File: config.mk
export PLATFORM = sky130hd
export DESIGN_NAME = repair_solver
export DESIGN_NICKNAME = d
export VERILOG_FILES = /design/src/rtl/rsolve_pkg.sv /design/src/rtl/addr_cam.sv /design/src/rtl/strat_gen.sv /design/src/rtl/repair_solver.sv
export SDC_FILE = /design/constraint.sdc
export NUM_CORES = 1
export LEC_CHECK = 0
export BUFFER_PORTS_ARGS = -buffer_cell sky130_fd_sc_hd__buf_2
export CORE_MARGIN = 1
export CORE_UTILIZATION = 40
export DETAILED_ROUTE_END_ITERATION = 8
export PLACE_DENSITY = 0.62
export SLEW_MARGIN = 20
export SYNTH_ARGS = -nofsm -noshare
export SYNTH_HDL_FRONTEND = slang
export SYNTH_SLANG_ARGS = --single-unit
File: constraint.sdc
create_clock -name clk -period 11.7 [get_ports clk]
set_clock_uncertainty 0.1 [all_clocks]
set_input_delay 0.585 -clock clk [delete_from_list [all_inputs] [get_ports clk]]
set_output_delay 0.585 -clock clk [all_outputs]
set_load 0.005 [all_outputs]
File: src/rtl/rsolve_pkg.sv
package rsolve_pkg;

    localparam int SW = 16;

    typedef enum logic [1:0] {
        ST_IDLE,
        ST_RESTORE,
        ST_SCAN,
        ST_DONE
    } solve_state_t;

    // Low k bits set
    function automatic logic [SW-1:0] thermo(input int k);
        logic [SW-1:0] t;
        for (int i = 0; i < SW; i++) t[i] = (i < k);
        return t;
    endfunction

    // Next larger value within len bits having the same number of ones
    function automatic logic [SW-1:0] next_comb(input logic [SW-1:0] s, input int len);
        logic [SW-1:0] res;
        int piv;
        int ones;
        piv  = -1;
        ones = 0;
        for (int p = 0; p < SW-1; p++) begin
            if (piv < 0 && s[p]) begin
                if (!s[p+1] && (p + 1) < len) piv = p;
                else ones++;
            end
        end
        res = s;
        if (piv >= 0) begin
            for (int q = 0; q < SW; q++) begin
                if (q == piv + 1) res[q] = 1'b1;
                else if (q <= piv) res[q] = (q < ones);
            end
        end
        return res;
    endfunction

endpackage

File: src/rtl/addr_cam.sv
module addr_cam #(
    parameter int ENTRIES = 2,
    parameter int AW      = 3
) (
    input  logic                  clk,
    input  logic                  rst,
    input  logic                  restore,
    input  logic [ENTRIES-1:0]    ld_valid,
    input  logic [ENTRIES*AW-1:0] ld_addr,
    input  logic                  insert,
    input  logic [AW-1:0]         ins_addr,
    input  logic [AW-1:0]         key,
    output logic                  hit,
    output logic                  full,
    output logic [ENTRIES-1:0]    valid_o,
    output logic [ENTRIES*AW-1:0] addr_o
);
    logic [ENTRIES-1:0] match;

    for (genvar i = 0; i < ENTRIES; i++) begin : g_ent
        logic          v_q;
        logic [AW-1:0] a_q;
        logic          prev_ok;

        if (i == 0) begin : g_first
            assign prev_ok = 1'b1;
        end else begin : g_rest
            assign prev_ok = valid_o[i-1];
        end

        always_ff @(posedge clk) begin
            if (rst) begin
                v_q <= 1'b0;
                a_q <= '0;
            end else if (restore) begin
                v_q <= ld_valid[i];
                a_q <= ld_addr[i*AW +: AW];
            end else if (insert && !v_q && prev_ok) begin
                v_q <= 1'b1;
                a_q <= ins_addr;
            end
        end

        assign valid_o[i]         = v_q;
        assign addr_o[i*AW +: AW] = a_q;
        assign match[i]           = v_q && (a_q == key);
    end

    assign hit  = |match;
    assign full = &valid_o;
endmodule

File: src/rtl/strat_gen.sv
module strat_gen
    import rsolve_pkg::*;
#(
    parameter int N  = 4,
    parameter int NW = $clog2(N + 1)
) (
    input  logic          clk,
    input  logic          rst,
    input  logic          init,
    input  logic [NW-1:0] init_rows,
    input  logic          advance,
    input  logic [NW-1:0] len,
    input  logic [NW-1:0] rows,
    output logic [N-1:0]  strat,
    output logic          is_last
);
    logic [SW-1:0] last_w;
    logic [SW-1:0] next_w;
    logic [SW-1:0] first_w;

    assign first_w = thermo(int'(init_rows));
    assign last_w  = thermo(int'(rows)) << (len - rows);
    assign next_w  = next_comb(SW'(strat), int'(len));
    assign is_last = (SW'(strat) == last_w);

    always_ff @(posedge clk) begin
        if (rst)          strat <= '0;
        else if (init)    strat <= first_w[N-1:0];
        else if (advance) strat <= next_w[N-1:0];
    end
endmodule

File: src/rtl/repair_solver.sv
module repair_solver
    import rsolve_pkg::*;
#(
    parameter int ROW_W      = 3,
    parameter int COL_W      = 3,
    parameter int SPARE_R    = 2,
    parameter int SPARE_C    = 2,
    parameter int MAX_FAULTS = 6,
    localparam int RCW       = $clog2(SPARE_R + 1),
    localparam int CCW       = $clog2(SPARE_C + 1),
    localparam int FIW       = $clog2(MAX_FAULTS + 1)
) (
    input  logic                     clk,
    input  logic                     rst,
    input  logic                     bist_done,
    input  logic [RCW-1:0]           mr_row_cnt,
    input  logic [SPARE_R*ROW_W-1:0] mr_row_addr,
    input  logic [CCW-1:0]           mr_col_cnt,
    input  logic [SPARE_C*COL_W-1:0] mr_col_addr,
    input  logic [FIW-1:0]           fault_count,
    output logic [FIW-1:0]           fault_idx,
    input  logic [ROW_W-1:0]         fault_row,
    input  logic [COL_W-1:0]         fault_col,
    output logic                     done,
    output logic                     repairable,
    output logic [SPARE_R-1:0]       row_valid,
    output logic [SPARE_R*ROW_W-1:0] row_addr,
    output logic [SPARE_C-1:0]       col_valid,
    output logic [SPARE_C*COL_W-1:0] col_addr
);
    localparam int N  = SPARE_R + SPARE_C;
    localparam int NW = $clog2(N + 1);

    solve_state_t state;

    // Shadow copy of the post-must-repair state
    logic [SPARE_R-1:0]       sv_rvalid;
    logic [SPARE_R*ROW_W-1:0] sv_raddr;
    logic [SPARE_C-1:0]       sv_cvalid;
    logic [SPARE_C*COL_W-1:0] sv_caddr;
    logic [NW-1:0]            len_q, rows_q;

    logic [NW-1:0]  ptr;
    logic [FIW-1:0] idx;
    logic           rep_q;

    logic [NW-1:0]  rows_init, len_init;
    logic [N-1:0]   strat;
    logic [SW-1:0]  strat_w;
    logic           is_last, sym;
    logic           start, restore, scanning, list_end, covered, plan_fail;
    logic           ins_row, ins_col, advance;
    logic           row_hit, col_hit, row_full, col_full;
    logic [SPARE_R-1:0] cam_rvalid;
    logic [SPARE_C-1:0] cam_cvalid;

    assign rows_init = NW'(SPARE_R) - NW'(mr_row_cnt);
    assign len_init  = rows_init + NW'(SPARE_C) - NW'(mr_col_cnt);

    assign start     = (state == ST_IDLE) && bist_done;
    assign restore   = (state == ST_RESTORE);
    assign scanning  = (state == ST_SCAN);
    assign list_end  = (idx == fault_count);
    assign covered   = row_hit || col_hit;
    assign strat_w   = SW'(strat);
    assign sym       = strat_w[ptr];
    assign plan_fail = !covered && ((ptr >= len_q) || (sym ? row_full : col_full));
    assign ins_row   = scanning && !list_end && !plan_fail && !covered && sym;
    assign ins_col   = scanning && !list_end && !plan_fail && !covered && !sym;
    assign advance   = scanning && !list_end && plan_fail && !is_last;

    strat_gen #(.N(N), .NW(NW)) u_strat (
        .clk      (clk),
        .rst      (rst),
        .init     (start),
        .init_rows(rows_init),
        .advance  (advance),
        .len      (len_q),
        .rows     (rows_q),
        .strat    (strat),
        .is_last  (is_last)
    );

    addr_cam #(.ENTRIES(SPARE_R), .AW(ROW_W)) u_row_cam (
        .clk     (clk),
        .rst     (rst),
        .restore (restore),
        .ld_valid(sv_rvalid),
        .ld_addr (sv_raddr),
        .insert  (ins_row),
        .ins_addr(fault_row),
        .key     (fault_row),
        .hit     (row_hit),
        .full    (row_full),
        .valid_o (cam_rvalid),
        .addr_o  (row_addr)
    );

    addr_cam #(.ENTRIES(SPARE_C), .AW(COL_W)) u_col_cam (
        .clk     (clk),
        .rst     (rst),
        .restore (restore),
        .ld_valid(sv_cvalid),
        .ld_addr (sv_caddr),
        .insert  (ins_col),
        .ins_addr(fault_col),
        .key     (fault_col),
        .hit     (col_hit),
        .full    (col_full),
        .valid_o (cam_cvalid),
        .addr_o  (col_addr)
    );

    always_ff @(posedge clk) begin
        if (rst) begin
            state     <= ST_IDLE;
            sv_rvalid <= '0;
            sv_raddr  <= '0;
            sv_cvalid <= '0;
            sv_caddr  <= '0;
            len_q     <= '0;
            rows_q    <= '0;
            ptr       <= '0;
            idx       <= '0;
            rep_q     <= 1'b0;
        end else begin
            case (state)
                ST_IDLE: if (bist_done) begin
                    sv_rvalid <= thermo(int'(mr_row_cnt))[SPARE_R-1:0];
                    sv_raddr  <= mr_row_addr;
                    sv_cvalid <= thermo(int'(mr_col_cnt))[SPARE_C-1:0];
                    sv_caddr  <= mr_col_addr;
                    len_q     <= len_init;
                    rows_q    <= rows_init;
                    state     <= ST_RESTORE;
                end
                ST_RESTORE: begin
                    ptr   <= '0;
                    idx   <= '0;
                    state <= ST_SCAN;
                end
                ST_SCAN: begin
                    if (list_end) begin
                        rep_q <= 1'b1;
                        state <= ST_DONE;
                    end else if (covered) begin
                        idx <= idx + 1'b1;
                    end else if (plan_fail) begin
                        state <= is_last ? ST_DONE : ST_RESTORE;
                    end else begin
                        ptr <= ptr + 1'b1;
                        idx <= idx + 1'b1;
                    end
                end
                default: state <= ST_DONE;
            endcase
        end
    end

    assign fault_idx  = idx;
    assign done       = (state == ST_DONE);
    assign repairable = rep_q;
    assign row_valid  = (done && rep_q) ? cam_rvalid : '0;
    assign col_valid  = (done && rep_q) ? cam_cvalid : '0;
endmodule

-- After elaboration in Yosys (flattened, before gate mapping)
Index checks and enable logic that the tools add are counted.
W data, S select, Z words.
- $lt $le $gt $ge: 33
- bitwise gates (word level): 0
- add/subtract/negate cells: 10
- $mul: 0
- shift operators: 1
- reduce and logical (&&, ||, !) cells: 66
- multiplexer cells: 62
- divide/modulo/power cells: 0
- eq/ne operators: 19
- operator list (cell ; number):
    $mux W32 ; 14
    $add A32 B2 Y32 const B ; 3
    $lt A32 B1 Y1 const B ; 3
    $eq A3 B32 Y1 const A ; 2
    $le A3 B32 Y1 const A ; 2
    $lt A3 B32 Y1 const A ; 2
    $mux W3 ; 14
    $eq A2 B32 Y1 const A ; 1
    $ge A32 B1 Y1 const B ; 1
    $le A1 B32 Y1 const A ; 1
    $le A2 B32 Y1 const A ; 1
    $logic_not A32 Y1 ; 1
    $lt A1 B32 Y1 const A ; 1
    $lt A2 B32 Y1 const A ; 1
    $logic_and A1 B1 Y1 ; 26
    $mux W1 ; 20
    $lt A2 B3 Y1 const A ; 6
    $reduce_and A3 Y1 ; 6
    $eq A4 B16 Y1 ; 1
    $shl A7 B3 Y16 ; 1
    $eq A3 B3 Y1 ; 5
    $lt A1 B3 Y1 const A ; 5
    $mux W2 ; 7
    $reduce_bool A2 Y1 ; 7
    26 further kinds ; 60
- input port bits: 28
- flip-flop bits (word level): 51
- output and inout bits: 21
- memory bits (writable): 0
- memory bits (read-only): 0
- memories kept: 0
- bits in latches: 0
- word-level logic and storage cells: 213

-- Longest topological paths before layout
Gate-level depths: netlist of run 1.
- depth after elaboration: 19
- gate-level depth with buffers: 14
- depth with buffers taken out: 14

-- Hierarchy
Synthesis of run 1 repeated with hierarchy kept, for this count alone.
- cells, all modules: 455
- area, all modules: 3674.8 um^2
- by module, submodules not included (module ; sequential area each (um^2) ; cells each ; instances ; area each (um^2)):
    repair_solver ; 620.6 ; 203 ; 1 ; 1709.1
    strat_gen ; 80.1 ; 148 ; 1 ; 1044.8
    addr_cam ; 160.2 ; 52 ; 2 ; 460.4

-- Worst setup path after synthesis of run 1
OpenSTA, ideal clock, no wires.
- path type: register to register
- start: register u_strat.strat[2]
- end: register u_strat.strat[0]
- arrival time: 3.473 ns
- stages on the path, launching flop included: 13
- setup time: 0.123 ns
- slack: 8.004 ns
- period minus slack after synthesis: 3.696 ns
- required time: 11.477 ns
- buffers on the path: 1
- cell sequence: dfxtp_1 clkbuf_1 or2_2 ha_1 a22o_1 ha_1 a32o_2 ha_1 mux2_2 or3_1 or4_1 o221ai_1 a21oi_1
- word-level cells in the longest chain between the ends: 16
- elaborated cells between the ends (all ways): 43
- classes of those cells: add/sub (3); order compare (5); eq/ne (1); mux (20); reduce/logical (14)
- RTL lines (item ; RTL line ; RTL):
    start: declaration ; strat_gen.sv:14 ; output logic [N-1:0] strat,
    start signal: assignment ; strat_gen.sv:28 ; else if (init) strat <= first_w[N-1:0];
    start signal: assignment ; strat_gen.sv:29 ; else if (advance) strat <= next_w[N-1:0];
    $logic_not A1 Y1 ; rsolve_pkg.sv:28 ; if (!s[p+1] && (p + 1) < len) piv = p;
    $logic_and A1 B1 Y1 ; rsolve_pkg.sv:28 ;
    $mux W32 ; rsolve_pkg.sv:28 ;
    $mux W32 ; rsolve_pkg.sv:27 ; if (piv < 0 && s[p]) begin
    $lt A32 B1 Y1 / $add A32 B2 Y32 (equally long branches) ; rsolve_pkg.sv:27, rsolve_pkg.sv:29 ;
    $logic_and A1 B1 Y1 / $mux W32 (equally long branches) ; rsolve_pkg.sv:27, rsolve_pkg.sv:28 ;
    $mux W32 ; rsolve_pkg.sv:27 ;
    $lt A32 B1 Y1 / $add A32 B2 Y32 (equally long branches) ; rsolve_pkg.sv:27, rsolve_pkg.sv:29 ;
    $logic_and A1 B1 Y1 / $mux W32 (equally long branches) ; rsolve_pkg.sv:27, rsolve_pkg.sv:28 ;
    $mux W32 ; rsolve_pkg.sv:27 ;
    $add A32 B2 Y32 / $lt A1 B32 Y1 (equally long branches) ; rsolve_pkg.sv:35, rsolve_pkg.sv:36 ;
    $logic_not A32 Y1 / $mux W1 (equally long branches) ; rsolve_pkg.sv:35, rsolve_pkg.sv:36 ;
    $mux W1 ; rsolve_pkg.sv:35 ; if (q == piv + 1) res[q] = 1'b1;
    $mux W4 ; rsolve_pkg.sv:33 ; if (piv >= 0) begin
    $mux W4 ; strat_gen.sv:29 ;
    $mux W4 ; strat_gen.sv:28 ;
Several ways; a longest one is shown, not always the timed one. The select of a mux whose other input is x is not followed.
A chain may end at the register's enable or synchronous reset.

-- Worst setup path after layout of run 1
- start: register len_q[2]
- end: register u_strat.strat[0]
- word-level cells in the longest chain between the ends: 19
- elaborated cells between the ends (all ways): 55
- classes of those cells: add/sub (5); order compare (11); eq/ne (1); shift (1); mux (21); reduce/logical (16)
- RTL lines (item ; RTL line ; RTL):
    start: declaration ; repair_solver.sv:41 ; logic [NW-1:0] len_q, rows_q;
    start signal: assignment ; repair_solver.sv:133 ; len_q <= len_init;
    $lt A1 B3 Y1 ; rsolve_pkg.sv:28 ;
    $logic_and A1 B1 Y1 ; rsolve_pkg.sv:28 ;
    $mux W32 / $mux W1 (equally long branches) ; rsolve_pkg.sv:28 ;
    $mux W32 / $mux W1 (equally long branches) ; rsolve_pkg.sv:27 ;
    $lt A32 B1 Y1 / $add A1 B1 Y2 (equally long branches) ; rsolve_pkg.sv:27, rsolve_pkg.sv:29 ;
    $logic_and A1 B1 Y1 / $mux W32 (equally long branches) ; rsolve_pkg.sv:27, rsolve_pkg.sv:28 ;
    $mux W32 ; rsolve_pkg.sv:27 ;
    $lt A32 B1 Y1 / $add A32 B2 Y32 (equally long branches) ; rsolve_pkg.sv:27, rsolve_pkg.sv:29 ;
    (+3 left out) ; -- ;
    $logic_and A1 B1 Y1 / $mux W32 (equally long branches) ; rsolve_pkg.sv:27, rsolve_pkg.sv:28 ;
    $mux W32 ; rsolve_pkg.sv:27 ;
    $add A32 B2 Y32 / $lt A1 B32 Y1 (equally long branches) ; rsolve_pkg.sv:35, rsolve_pkg.sv:36 ;
    $logic_not A32 Y1 / $mux W1 (equally long branches) ; rsolve_pkg.sv:35, rsolve_pkg.sv:36 ;
    $mux W1 ; rsolve_pkg.sv:35 ;
    $mux W4 ; rsolve_pkg.sv:33 ;
    $mux W4 ; strat_gen.sv:29 ;
    $mux W4 ; strat_gen.sv:28 ;
Several ways; a longest one is shown, not always the timed one. The select of a mux whose other input is x is not followed.

==> results by group, run 1 <==
Place
  • GPL Wtd Cong: around 0.87
  • Number of I/O port buffers: 48
  • Dpl hpwl: slightly below 6000 um
  • Setup Slack @ Placement: ~7.8 ns

CTS
  • Post-CTS Hold Buffers: 0
  • Setup Fix Bufs, Post-CTS: 0
  • Clk sink count: between 50 and 60
  • CTS tree: yes
  • TritonCTS Buffers: 5
  • Clock Latency Late Sink: approximately 0.30 ns
  • Clk root buf: clkbuf_8
  • Clock Pin Slew Worst Setup and Hold Paths: 0.09 ns
  • Post-CTS Resized: 0
  • Clk buf depth: 2
  • CTS H-tree depth: 2

Critical path
  • Reg2reg setup slack: about 7.8 ns
  • Reg2reg end: u_strat.strat[0]
  • Crit Path Max Fanout: 7
  • Critical Path RT: 11.75 ns
  • CP Data Arrival Time: just under 4 ns
  • FF-to-FF path depth: 12
  • CP startpoint kind: register
  • Critical R2R Launch: len_q[2]
  • Critical path class: reg -> reg
  • Crit path capture: u_strat.strat[0]
  • CP Capture Type: register
  • Crit path from: len_q[2]

Timing
  • Fin crit share: between 30% and 40%
  • Slew headroom: 33.77%
  • RSZ-0062 raised after global routing: no
  • Setup_tns: 0 ns
  • Final Hold Fails: 0
  • Fin. max-slew vios: 0
  • Achievable Freq: 255.9 MHz
  • Minimum clock period after layout: 3.907 ns
  • Final worst slack: between 7 and 8 ns
  • Final setup viols: 0
  • Worst slew pin tran: 0.9935 ns

Power
  • P_int: ~0.38 mW
  • Switching Power: around 0.29 mW
  • Pwr per Cell Area: 175.1 nW/um^2
  • VDD IR max: ~0.00011 V
  • Clock share of power: between 15 and 20%
  • Gate power share: between 40% and 50%
  • Sequential Power Share: 36.4%
  • Post-layout power: 0.6677 mW
  • Sw Share: a little over two fifths
  • Pleak: between 1.5 and 2 nW

Synth
  • Synth warnings: 0
  • Commonest cells in the netlist: nand2_1, dfxtp_1, a21oi_1, nor2_1
  • Post-synth EDFFs: 0
  • Most common cell in the synthesized netlist: nand2_1
  • Top post-synthesis cells by area: dfxtp_1, ha_1, nand2_1, a21oi_1, mux2i_1
  • Top FF cell, synth: dfxtp_1
  • Gate Count Post-Synth: 431
  • Synth top area share: 29.79%
  • Largest area contributor in the netlist: dfxtp_1
  • Post-synthesis cell type count: 63
  • Post-synthesis average cell area: 7.951 sq um
  • Yosys reg bits: 51
  • Post-Syn Area: 3427 sq um
  • Sequential share of the synthesized area: between 20 and 30%
  • Syn nets: ~480
  • FFs w/ async S/R, synth: 0%

GRT
  • Vias in the first global route: 2809
  • Global-route usage over all layers: around 18%
  • Initial antenna violation count: 0
  • First-pass GRT wire length: about 13000 um
  • Total gr overflow: 0
  • Largest net degree at the start of global routing: between 50 and 60

Die
  • Core Box Area: roughly 8300 sq um
  • Die X: ~95 um
  • Rows: 33
  • Starting Density: roughly two fifths
  • Die area: about 9000 sq um
  • Die Span Y: 94.56 um
  • IO Pins: 49

Cells and area
  • Utilization after layout: roughly 46%
  • Fin nets: 520
  • Filler cell count: ~840
  • Share of cells above drive strength 1: 15.35%
  • Area Growth Syn to Fin: 11.25%
  • ANT cells: 0

Routing
  • Avg WL per Cell: 13.86 um
  • Vias per cell: 5.341
  • DR DRC count: 0
  • DR pass1 iterations: 4
  • DR iter-0 viols: 167
  • Final ANT Viol Nets: 0
  • Vias: ~3000
  • Final WL: ~8000 um

Job
  • Max Cap Viol: 0

Run status
  • Status: complete, no violations

Hold path
  • Hold Path Class: reg -> reg
[registers in the layout (all words and copies together) (netlist names)]
signal,cells
rows_q,3
u_col_cam.g_ent.v_q,2
ptr,3
u_row_cam.g_ent.v_q,2
repairable,1
u_strat.strat,4
sv_cvalid,2
sv_caddr,6
sv_raddr,6
len_q,3
state,2
u_row_cam.g_ent.a_q,6
fault_idx,3
sv_rvalid,2
u_col_cam.g_ent.a_q,6
[cell families (layout without fill, tap and decap cells)]
family / after synthesis / after routing / share of synthesized area, %
fa+ha+maj: 25 / 25 / 9.492
flops: 51 / 51 / 29.79
buf+inv: 42 / 80 / 5.184
compound gates: 101 / 101 / 18.98
xor+xnor: 20 / 20 / 5.111
simple gates: 171 / 171 / 25.16
mux: 21 / 21 / 6.279
[routing by layer]
layer | share of wire, % | track usage, % | vias to the layer above
met4 | 0.54 | 3.788 | 0
met5 | 0 | 0 | -
li1 | - | - | 1563
met3 | 4.1 | 2.979 | 4
met1 | 47 | 24.56 | 1435
met2 | 48 | 31.10 | 64
[power by group through the flow]
stage	combinational, mW	clock (mW)	sequential [mW]
3_3_place_gp	0.310	0	0.245
3_5_place_dp	0.315	0	0.246
6_report	0.317	0.108	0.243
4_1_cts	0.316	0.113	0.242
5_1_grt	0.356	0.119	0.249
2_1_floorplan	0.252	0	0.233
[worst min path at each step]
stage                 startpoint           end  slack [ns]  depth (start not counted)
finish               sv_caddr[2]   sv_caddr[2]        0.36                          2
global placement     sv_caddr[1]   sv_caddr[1]        0.34                          2
detailed placement   sv_caddr[2]   sv_caddr[2]        0.35                          2
global route        sv_rvalid[1]  sv_rvalid[1]        0.39                          2
CTS                  sv_caddr[2]   sv_caddr[2]        0.36                          2
floorplan           sv_cvalid[1]  sv_cvalid[1]        0.34                          2
[placed cells by master, fill, tap and decap left out, types with 2 or more instances in the layout]
cell type	count
and3_1	8
buf_2	48
a21o_1	3
mux2_2	3
o21ai_0	23
nand2_1	66
nand3_1	8
fa_1	2
o21a_1	5
a22oi_1	2
nand2b_1	6
nand4_1	5
mux2i_1	17
xnor2_1	13
a21oi_1	36
inv_1	23
a22o_1	2
o21ai_1	2
nand4b_1	2
nor2b_1	19
nor3_1	5
nand3b_1	2
ha_1	21
dfxtp_1	51
or2_2	3
a211oi_1	6
a21boi_0	2
clkbuf_8	6
nor2_1	28
xor2_1	7
a221oi_1	5
and2_1	7
[metrics by stage]
step / std cells / instance area, sq um / hold slack, ns
2_1_floorplan: 431 / 3427 / 0.3363
3_3_place_gp: 566 / 3715 / 0.3434
3_5_place_dp: 566 / 3715 / 0.3470
4_1_cts: 574 / 3810 / 0.3615
5_1_grt: 574 / 3812 / 0.3903
6_report: 574 / 3812 / 0.3612
[cell type report]
type | instances | area (sq um) | area share, %
inverter | 23 | 86.33 | 2.265
multi-input combinational | 338 | 2231 | 58.52
clock inverter | 1 | 8.758 | 0.2297
timing repair buffer | 49 | 247.7 | 6.498
tap | 105 | 131.4 | 3.446
sequential | 51 | 1021 | 26.78
clock buffer | 7 | 86.33 | 2.265
[critical path, stage by stage, from the launching register on]
cell and delay (ns):
dfxtp_1 0.45, a21oi_1 0.11, or2_2 0.29, ha_1 0.27, a22o_1 0.27, ha_1 0.30, a32o_2 0.29, ha_1 0.31
mux2_2 0.26, or3_1 0.32, or4_1 0.51, o221ai_1 0.18, a21oi_1 0.09
Power figures use the tool's default switching activity.
==> run 2: changes to the inputs <==
clock period = 3.9 ns   (was 11.7 ns; I/O delays follow)
==> run 2 against run 1 <==
Net effect:
- global-route usage is 0.10 points higher
- sequential share of layout area is 0.42 points lower
- combinational power grew to 3.2 times the previous value
- final cell count is 1.4% higher
- non-clock buffer count is 8 higher
- critical path depth is 2 higher
- maximum frequency is 2.9% higher
- worst setup slack worse by 7.7 ns
- wire length is 2.3% higher
- design area is 1.8% higher
- flip-flop and latch count stayed put
- count of clock-buffer cells in the layout stayed put
- critical path type unchanged
- largest cell class unchanged
- highest routed layer unchanged
==> results by group, run 2 (synthesized netlist as in run 1, its figures left out) <==
Run status
  • Status: complete, no violations

GRT
  • Vias in the first global route: 2763
  • Total gr overflow: 0
  • Global-route usage over all layers: between 10% and 20%
  • Initial antenna violation count: 0
  • First-pass GRT wire length: roughly 13000 um
  • Largest net degree at the start of global routing: 54

Timing
  • Minimum clock period after layout: 3.797 ns
  • Slew headroom: 34.49%
  • Fin crit share: 97.36%
  • Setup_tns: 0 ns
  • Achievable Freq: about 260 MHz
  • Final worst slack: about 0.10 ns
  • Final setup viols: 0
  • Worst slew pin tran: 0.9826 ns
  • Final Hold Fails: 0
  • Hold Slack: approximately 0.016 ns
  • Fin. max-slew vios: 0

CTS
  • Clk sink count: between 50 and 60
  • TritonCTS Buffers: 5
  • Clock Latency Late Sink: about 0.3 ns
  • Clk buf depth: 2
  • Clk root buf: clkbuf_8
  • CTS tree: yes
  • CTS H-tree depth: 2
  • Clock Pin Slew Worst Setup and Hold Paths: about 0.09 ns

Cells and area
  • ANT cells: 0
  • Multi-input gate area: 2238 sq um
  • Share of cells above drive strength 1: between 15 and 20%
  • Most frequent cells in the layout: nand2_1, dfxtp_1, buf_2
  • Most common cell after layout, fill and taps aside: nand2_1
  • Utilization after layout: between 40% and 50%
  • Area Growth Syn to Fin: 13.29%
  • Fin nets: roughly 530
  • Storage cell area: 1023 sq um
  • Filler cell count: slightly above 800
  • Fin area: around 3900 sq um

Place
  • Setup Slack @ Placement: between 0.03 and 0.04 ns
  • GPL Wtd Cong: roughly 0.87
  • Dpl hpwl: ~6000 um
  • Number of I/O port buffers: 48
  • Placed inst area: around 3800 sq um

Routing
  • DR DRC count: 0
  • Final ANT Viol Nets: 0
  • Vias per cell: around 5.3
  • Avg WL per Cell: approximately 14 um
  • DR pass1 iterations: 4
  • Vias: approximately 3100
  • Final WL: just over 8000 um
  • DR iter-0 viols: 189

Power
  • Pwr per Cell Area: ~530 nW/um^2
  • Pleak: about 1.7 nW
  • VDD IR max: approximately 0.00029 V

Die
  • Die X: roughly 95 um
  • Rows: 33
  • Core Box Area: 8258 sq um
  • Starting Density: ~42%
  • IO Pins: around 50
  • Die area: 8942 sq um
  • Die Span Y: 94.56 um

Critical path
  • CP startpoint kind: register
  • CP Data Arrival Time: about 3.8 ns
  • Crit Path Max Fanout: 5
  • CP Capture Type: register
  • FF-to-FF path depth: 14
  • Critical Path RT: slightly below 4 ns
  • Critical path class: reg -> reg
  • Reg2reg setup slack: around 0.10 ns

Hold path
  • Hold path depth: 3
  • Hold Path Class: in -> reg

Job
  • Max Cap Viol: 0
==> run 2: path summary, 6_finish.rpt <==
check,from,to
max reg2reg,len_q[1],u_strat.strat[0]
max,len_q[1],u_strat.strat[0]
min reg2reg,sv_caddr[2],sv_caddr[2]
min,mr_col_addr[4],sv_caddr[4]
==> run 2: per-layer routing <==
| metal | up-vias | global-route usage (%) | share of wire, % |
|---|---|---|---|
| li1 | 1586 | - | - |
| met5 | - | 0 | 0 |
| met3 | 6 | 2.335 | 2.9 |
| met4 | 0 | 5.303 | 0.90 |
| met2 | 56 | 30.43 | 48 |
| met1 | 1451 | 25.22 | 48 |
==> run 2: cell type report <==
cell class                      count  area share, %
Multi-Input combinational cell    338          57.65
Tap cell                          105          3.384
Inverter                           23          2.224
Clock inverter                      1         0.2256
Clock buffer                        7          2.224
Sequential cell                    51          26.36
Timing Repair Buffer               57          7.928
==> run 2: worst max-delay path: stages, from the launching register on <==
cell and delay, ns:
dfxtp_2 0.37, a21oi_2 0.08, or2_2 0.27, ha_1 0.27, a22o_1 0.25, ha_1 0.30
a32o_2 0.29, ha_1 0.19, o2111ai_1 0.07, a21oi_1 0.09, mux2i_2 0.19, or3_1 0.37
or4_1 0.52, o221ai_1 0.19, a21oi_1 0.08
==> run 2: through the flow <==
stage	instances	total power [mW]
after floorplan	431	1.455
after global placement	572	1.687
after detailed placement	572	1.710
after CTS	580	2.036
after global routing	582	2.214
final	582	2.039
==> run 2: timing repair <==
action	CTS	global route
hold endpoints to repair	0	0
setup endpoints to repair	0	1
buffers inserted	0	2
hold buffers	0	0
resized for setup	0	4
==> run 2: power by group <==
part	switching, mW	internal (mW)
Combinational	0.595	0.410
Sequential	0.0953	0.617
Clock	0.176	0.146
